--- config.mk ---
export PLATFORM = sky130hd
export DESIGN_NAME = csa_reduce_tree
export DESIGN_NICKNAME = d
export VERILOG_FILES = /design/src/rtl/csa_tree_pkg.sv /design/src/rtl/csa_fa.sv /design/src/rtl/csa_row.sv /design/src/rtl/csa_level.sv /design/src/rtl/csa_tree_node.sv /design/src/rtl/csa_reduce_tree.sv
export SDC_FILE = /design/constraint.sdc
export NUM_CORES = 1
export LEC_CHECK = 0
export BUFFER_PORTS_ARGS = -buffer_cell sky130_fd_sc_hd__buf_4
export CAP_MARGIN = 20
export CORE_ASPECT_RATIO = 1.1
export CORE_UTILIZATION = 49
export CTS_BUF_LIST = sky130_fd_sc_hd__clkbuf_4
export DETAILED_ROUTE_END_ITERATION = 6
export PLACE_DENSITY = 0.83
export SYNTH_ARGS = -nofsm -noshare
export SYNTH_HDL_FRONTEND = slang
export SYNTH_SLANG_ARGS = --single-unit
--- constraint.sdc ---
create_clock -name clk -period 3.77 [get_ports clk]
set_clock_uncertainty 0.1 [all_clocks]
set_input_delay 0.5655 -clock clk [delete_from_list [all_inputs] [get_ports clk]]
set_output_delay 0.5655 -clock clk [all_outputs]
set_load 0.01 [all_outputs]
--- src/rtl/csa_tree_pkg.sv ---
package csa_tree_pkg;

    // Number of vectors left after one level acting on n vectors:
    // each full group of three becomes two, leftovers pass through.
    function automatic int unsigned csa_next_count(int unsigned n);
        return (n / 3) * 2 + (n % 3);
    endfunction

endpackage

--- src/rtl/csa_fa.sv ---
module csa_fa (
    input  logic a_i,
    input  logic b_i,
    input  logic c_i,
    output logic s_o,
    output logic co_o
);
    always_comb begin
        s_o  = a_i ^ b_i ^ c_i;
        co_o = (a_i & b_i) | (a_i & c_i) | (b_i & c_i);
    end
endmodule

--- src/rtl/csa_row.sv ---
module csa_row #(
    parameter int W = 12
) (
    input  logic [W-1:0] a_i,
    input  logic [W-1:0] b_i,
    input  logic [W-1:0] c_i,
    output logic [W-1:0] s_o,
    output logic [W-1:0] cs_o
);
    logic [W-1:0] co;

    for (genvar k = 0; k < W; k++) begin : g_bit
        csa_fa u_fa (
            .a_i (a_i[k]),
            .b_i (b_i[k]),
            .c_i (c_i[k]),
            .s_o (s_o[k]),
            .co_o(co[k])
        );
    end

    // carry weighs twice its bit position; the top carry falls off at W bits
    assign cs_o = co << 1;
endmodule

--- src/rtl/csa_level.sv ---
module csa_level
    import csa_tree_pkg::*;
#(
    parameter int N_IN = 9,
    parameter int W    = 12,
    localparam int N_OUT = csa_next_count(N_IN)
) (
    input  logic [N_IN-1:0][W-1:0]  ops_i,
    output logic [N_OUT-1:0][W-1:0] ops_o
);
    localparam int N_GRP  = N_IN / 3;
    localparam int N_LEFT = N_IN % 3;

    for (genvar g = 0; g < N_GRP; g++) begin : g_grp
        csa_row #(.W(W)) u_row (
            .a_i (ops_i[3*g]),
            .b_i (ops_i[3*g+1]),
            .c_i (ops_i[3*g+2]),
            .s_o (ops_o[2*g]),
            .cs_o(ops_o[2*g+1])
        );
    end

    for (genvar j = 0; j < N_LEFT; j++) begin : g_left
        assign ops_o[2*N_GRP+j] = ops_i[3*N_GRP+j];
    end
endmodule

--- src/rtl/csa_tree_node.sv ---
module csa_tree_node
    import csa_tree_pkg::*;
#(
    parameter int N_IN = 9,
    parameter int W    = 12
) (
    input  logic [N_IN-1:0][W-1:0] ops_i,
    output logic [W-1:0]           sum_o,
    output logic [W-1:0]           carry_o
);
    if (N_IN == 1) begin : g_single
        assign sum_o   = ops_i[0];
        assign carry_o = '0;
    end else if (N_IN == 2) begin : g_pair
        assign sum_o   = ops_i[0];
        assign carry_o = ops_i[1];
    end else begin : g_reduce
        localparam int N_NEXT = csa_next_count(N_IN);
        logic [N_NEXT-1:0][W-1:0] nxt;

        csa_level #(.N_IN(N_IN), .W(W)) u_level (
            .ops_i(ops_i),
            .ops_o(nxt)
        );

        csa_tree_node #(.N_IN(N_NEXT), .W(W)) u_next (
            .ops_i  (nxt),
            .sum_o  (sum_o),
            .carry_o(carry_o)
        );
    end
endmodule

--- src/rtl/csa_reduce_tree.sv ---
module csa_reduce_tree #(
    parameter int NUM_OPS = 9,
    parameter int IN_W    = 8,
    parameter int OUT_W   = 12,
    parameter bit REG_OUT = 1'b1
) (
    input  logic                    clk,
    input  logic                    rst,
    input  logic                    in_valid,
    input  logic [NUM_OPS*IN_W-1:0] ops_i,
    output logic [OUT_W-1:0]        sum_o,
    output logic [OUT_W-1:0]        carry_o,
    output logic                    out_valid
);
    logic [NUM_OPS-1:0][OUT_W-1:0] ext;
    logic [OUT_W-1:0]              tree_sum;
    logic [OUT_W-1:0]              tree_carry;

    for (genvar k = 0; k < NUM_OPS; k++) begin : g_ext
        assign ext[k] = OUT_W'(ops_i[k*IN_W +: IN_W]);
    end

    csa_tree_node #(.N_IN(NUM_OPS), .W(OUT_W)) u_tree (
        .ops_i  (ext),
        .sum_o  (tree_sum),
        .carry_o(tree_carry)
    );

    if (REG_OUT) begin : g_reg
        typedef struct packed {
            logic [OUT_W-1:0] sum;
            logic [OUT_W-1:0] carry;
            logic             vld;
        } out_state_t;

        out_state_t st_d;
        out_state_t st_q;

        always_comb begin
            st_d     = st_q;
            st_d.vld = in_valid;
            if (in_valid) begin
                st_d.sum   = tree_sum;
                st_d.carry = tree_carry;
            end
        end

        always_ff @(posedge clk) begin
            if (rst) st_q <= '0;
            else     st_q <= st_d;
        end

        assign sum_o     = st_q.sum;
        assign carry_o   = st_q.carry;
        assign out_valid = st_q.vld;
    end else begin : g_comb
        assign sum_o     = tree_sum;
        assign carry_o   = tree_carry;
        assign out_valid = in_valid;
    end
endmodule

* After elaboration in Yosys (flattened, before gate mapping) *
Cells that the tools add are included.

word-level totals
  output and inout port bits = 25
  flip-flop bits (word level) = 20
  input port bits = 75

operators by class
  bitwise logic cells = 381

operators with widths
  operator           number
  AND 1 bit          164
  bitwise XOR 1 bit  111
  bitwise OR 1 bit   106

* Longest topological paths before layout *
  depth after elaboration = 12
  depth in mapped cells = 10
  gate-level depth less buffers = 10

* Cells and area by module *
A second synthesis with hierarchy kept.

unflattened totals
  cells, all modules = 292
  area total of the unflattened synthesis = 3,514.6 um^2

modules (own cells, without submodules)
  module                                                                                   cells each  seq. area each (um^2)  instances  area an instance (um^2)
  csa_fa                                                                                   1           0.0                    84         20.0
  csa_reduce_tree                                                                          81          500.5                  1          905.9
  csa_row                                                                                  13          0.0                    7          93.8
  csa_tree_node at u_tree.g_reduce.u_next.g_reduce.u_next.g_reduce.u_next.g_reduce.u_next  24          0.0                    1          180.2
  csa_level at u_tree.g_reduce.u_next.g_reduce.u_next.g_reduce.u_level                     12          0.0                    1          90.1

* Least setup slack after synthesis *
OpenSTA, ideal clock, no wires.

  kind = in2reg
  from = in ops_i[7]
  to = reg g_reg.st_q, in the netlist sum_o[7]
  data arrival time = 2.839 ns
  slack = 0.703 ns
  cell stages on the path = 8
  buffers on the path = 0
  cells stage by stage = fa_1 > inv_1 > fa_1 > fa_1 > inv_1 > fa_1 > mux2i_1 > nor2_1

on the way
  longest elaborated chain between the ends = 8

ends and longest elaborated chain
  item                                                                                                          line                   RTL
  from (decl)                                                                                                   csa_reduce_tree.sv:10  input logic [NUM_OPS*IN_W-1:0] ops_i,
  bitwise XOR 1 bit (8 in a row)                                                                                csa_fa.sv:9            s_o = a_i ^ b_i ^ c_i;
  via u_tree.g_reduce.u_next.g_reduce.u_next.g_reduce.u_next.g_reduce.u_level.g_grp[0].u_row.g_bit[7].u_fa.s_o  csa_fa.sv:5            output logic s_o,
  to (signal assigned)                                                                                          csa_reduce_tree.sv:50  else st_q <= st_d;
  to (decl)                                                                                                     csa_reduce_tree.sv:37  out_state_t st_q;

The timed path passes the listed nets, and every way through them passes these cells.
A chain may end at the register's enable or synchronous reset.

* Worst setup path after layout *
  from = in ops_i[2]
  to = reg g_reg.st_q, in the netlist sum_o[2]

on the way
  longest elaborated chain between the ends = 8

ends and longest elaborated chain
  item                                                                                                          line
  bitwise XOR 1 bit (8 in a row)                                                                                csa_fa.sv:9
  via u_tree.g_reduce.u_next.g_reduce.u_next.g_reduce.u_next.g_reduce.u_level.g_grp[0].u_row.g_bit[2].u_fa.s_o  csa_fa.sv:5

The timed path passes the listed nets, and every way through them passes these cells.

==> reports/qor.csv <==
metric,value,unit
fin_area,2900,um2
ios,100,
syn_area_per_cell,10.5,um2
io_buffers,94,
drv_slew,0,
die_x,65.4,um
reg2reg_setup_slack,3.04,ns
cts_tree,done,
clk_path_buf_depth,2,
path_clk_slew,0.09,ns
grt_pass1_wl,6.60,mm
vias,1549,
ff2ff_path_depth,2,
drtIter0Drc,9,
end_kind,flip-flop,
crit_type,in -> reg,
path_max_fanout,1,
root_buffer,clkbuf_4,
synth_top_family_by_area,adder cells,
grt_pass1_vias,1715,
max_cap_viol_count,0,
die_height,71.7,um
htree_levels,1,
p_total,1150,uW
outcome,"complete, no violations",
grt_usage,0.178,
synthToLayoutAreaGrowth,34.2,%
tns,0,ns
place_area,2880,um2
ctsHoldBuffers,0,
clkLatencyLatePin,0.28,ns
required,3.85,ns
min_period,2.93,ns
synth-xor-area-share,0,
cts_resized,0,
post_drt_wl_per_cell,11.0,um
timing.rr.start,sum_o[5],
dieArea,4680,um2
synth_seq_cells,20,
dpl.hpwl,3.61,mm
synthSimpleGateAreaFrac,0.0359,
ir_drop,229,uV
fmax,341,MHz
syn_area,2160,um2
finalSetupViolCount,0,
cts_buffers,3,
hold_violations,0,
gp_congestion,0.675,
grt_overflow,0,
drive_gt1_frac,0.324,
synth.mux.area_fraction,0.0879,
hold_path_end,sum_o[8],
leakagePower,0.00166,uW
antenna_found_initial,0,
synth_compound_area_frac,0,
hold_path.startpoint,sum_o[8],
grt_max_degree,21,
routed_wl,3.87,mm
cp-start-kind,input port,
yosysWarningCount,0,
holdPathStages,2,
cts_sinks,20,
cp_data_arrival_time,3.01,ns
drc,0,
post-cts-setup-buffers,0,
postRouteAntennaNets,0,
coreArea,4080,um2
timing.rr.end,sum_o[5],
powerDensity,395,nW/um2
rsz0062_at_grt,no,
antennaDiodeCount,0,
layout.nets,434,
synthDistinctLibCells,11,
syn_inst,207,
synth_adder_area_share,0.519,
hold_path_class,reg -> reg,
initial_core_util,0.530,
yosysSeqAreaShare,0.185,
fin_crit_sh,0.778,
dr.pass1.iters,4,
fp-row-count,24,
viasPerCell,4.41,
## registers in the layout, summed over array words and instances, names as in the netlist
register / count
sum_o: 10
carry_o: 9
out_valid: 1
## final cells by class
| type | count | area, um2 |
|---|---|---|
| Fill cell | 312 | 1180 |
| Multi-Input combinational cell | 102 | 1410 |
| Tap cell | 52 | 65.1 |
| Clock buffer | 3 | 22.5 |
| Inverter | 80 | 300 |
| Timing Repair Buffer | 94 | 706 |
| Sequential cell | 20 | 400 |
## through the flow
stage	hold slack [ns]	setup slack (ns)	util	cells
6_report	0.404	0.837	0.711	351
5_1_grt	0.441	0.732	0.711	351
4_1_cts	0.408	0.822	0.711	351
3_5_place_dp	0.380	0.524	0.706	348
3_3_place_gp	0.376	0.541	0.706	348
2_1_floorplan	0.431	0.703	-	211
## how the worst max path moves through the flow
stage,slack (ns),end,from,depth (start not counted)
2_1_floorplan,0.70,sum_o[7],ops_i[7],8
3_3_place_gp,0.54,sum_o[2],ops_i[26],9
3_5_place_dp,0.52,sum_o[6],ops_i[6],9
4_1_cts,0.82,sum_o[2],ops_i[2],9
5_1_grt,0.73,sum_o[2],ops_i[2],9
6_report,0.84,sum_o[2],ops_i[2],9
## synthesized netlist by cell type, drive strengths merged
cell    count  area (um2)
buf         7        60.1
nor2b       1        6.26
inv        80         300
dfxtp      20         400
nor2       19        71.3
mux2i      19         190
conb        1        3.75
ha          5        62.6
clkbuf      2        7.51
fa         53        1060
## kinds of logic (layout without fill, tap and decap cells)
logic type | after synthesis | after routing
muxes | 19 | 19
and+or+nand+nor | 20 | 20
adders and majority gates | 58 | 58
other | 1 | 5
DFF | 20 | 20
buffers and inverters | 89 | 177
## cell usage in the layout, fill, tap and decap left out
| cell | n |
|---|---|
| inv_1 | 80 |
| dfxtp_1 | 20 |
| nor2b_1 | 1 |
| ha_1 | 5 |
| conb_1 | 5 |
| mux2i_1 | 19 |
| buf_4 | 94 |
| fa_1 | 53 |
| clkbuf_4 | 3 |
| nor2_1 | 19 |
## critical path, stage by stage
cell and delay (ns):
buf_4 0.08, inv_1 0.04, fa_1 0.52, fa_1 0.54, fa_1 0.55, inv_1 0.05, fa_1 0.47, mux2i_1 0.14
nor2_1 0.05
## power by group
part	internal [uW]	switching (uW)	leakage, uW	total, uW
clock	37.0	54.9	0.0000138	91.9
sequential	280	35.8	0.000165	316
combinational	370	369	0.00148	740
total	688	460	0.00166	1150
## metal layers
layer,share of wire,GRT usage,up-vias
li1,-,-,737
met1,0.36,0.201,750
met2,0.56,0.351,62
met3,0.080,0.0350,0
met4,0,0.0145,0
met5,0,0,-
(Power assumes the default switching activity.)
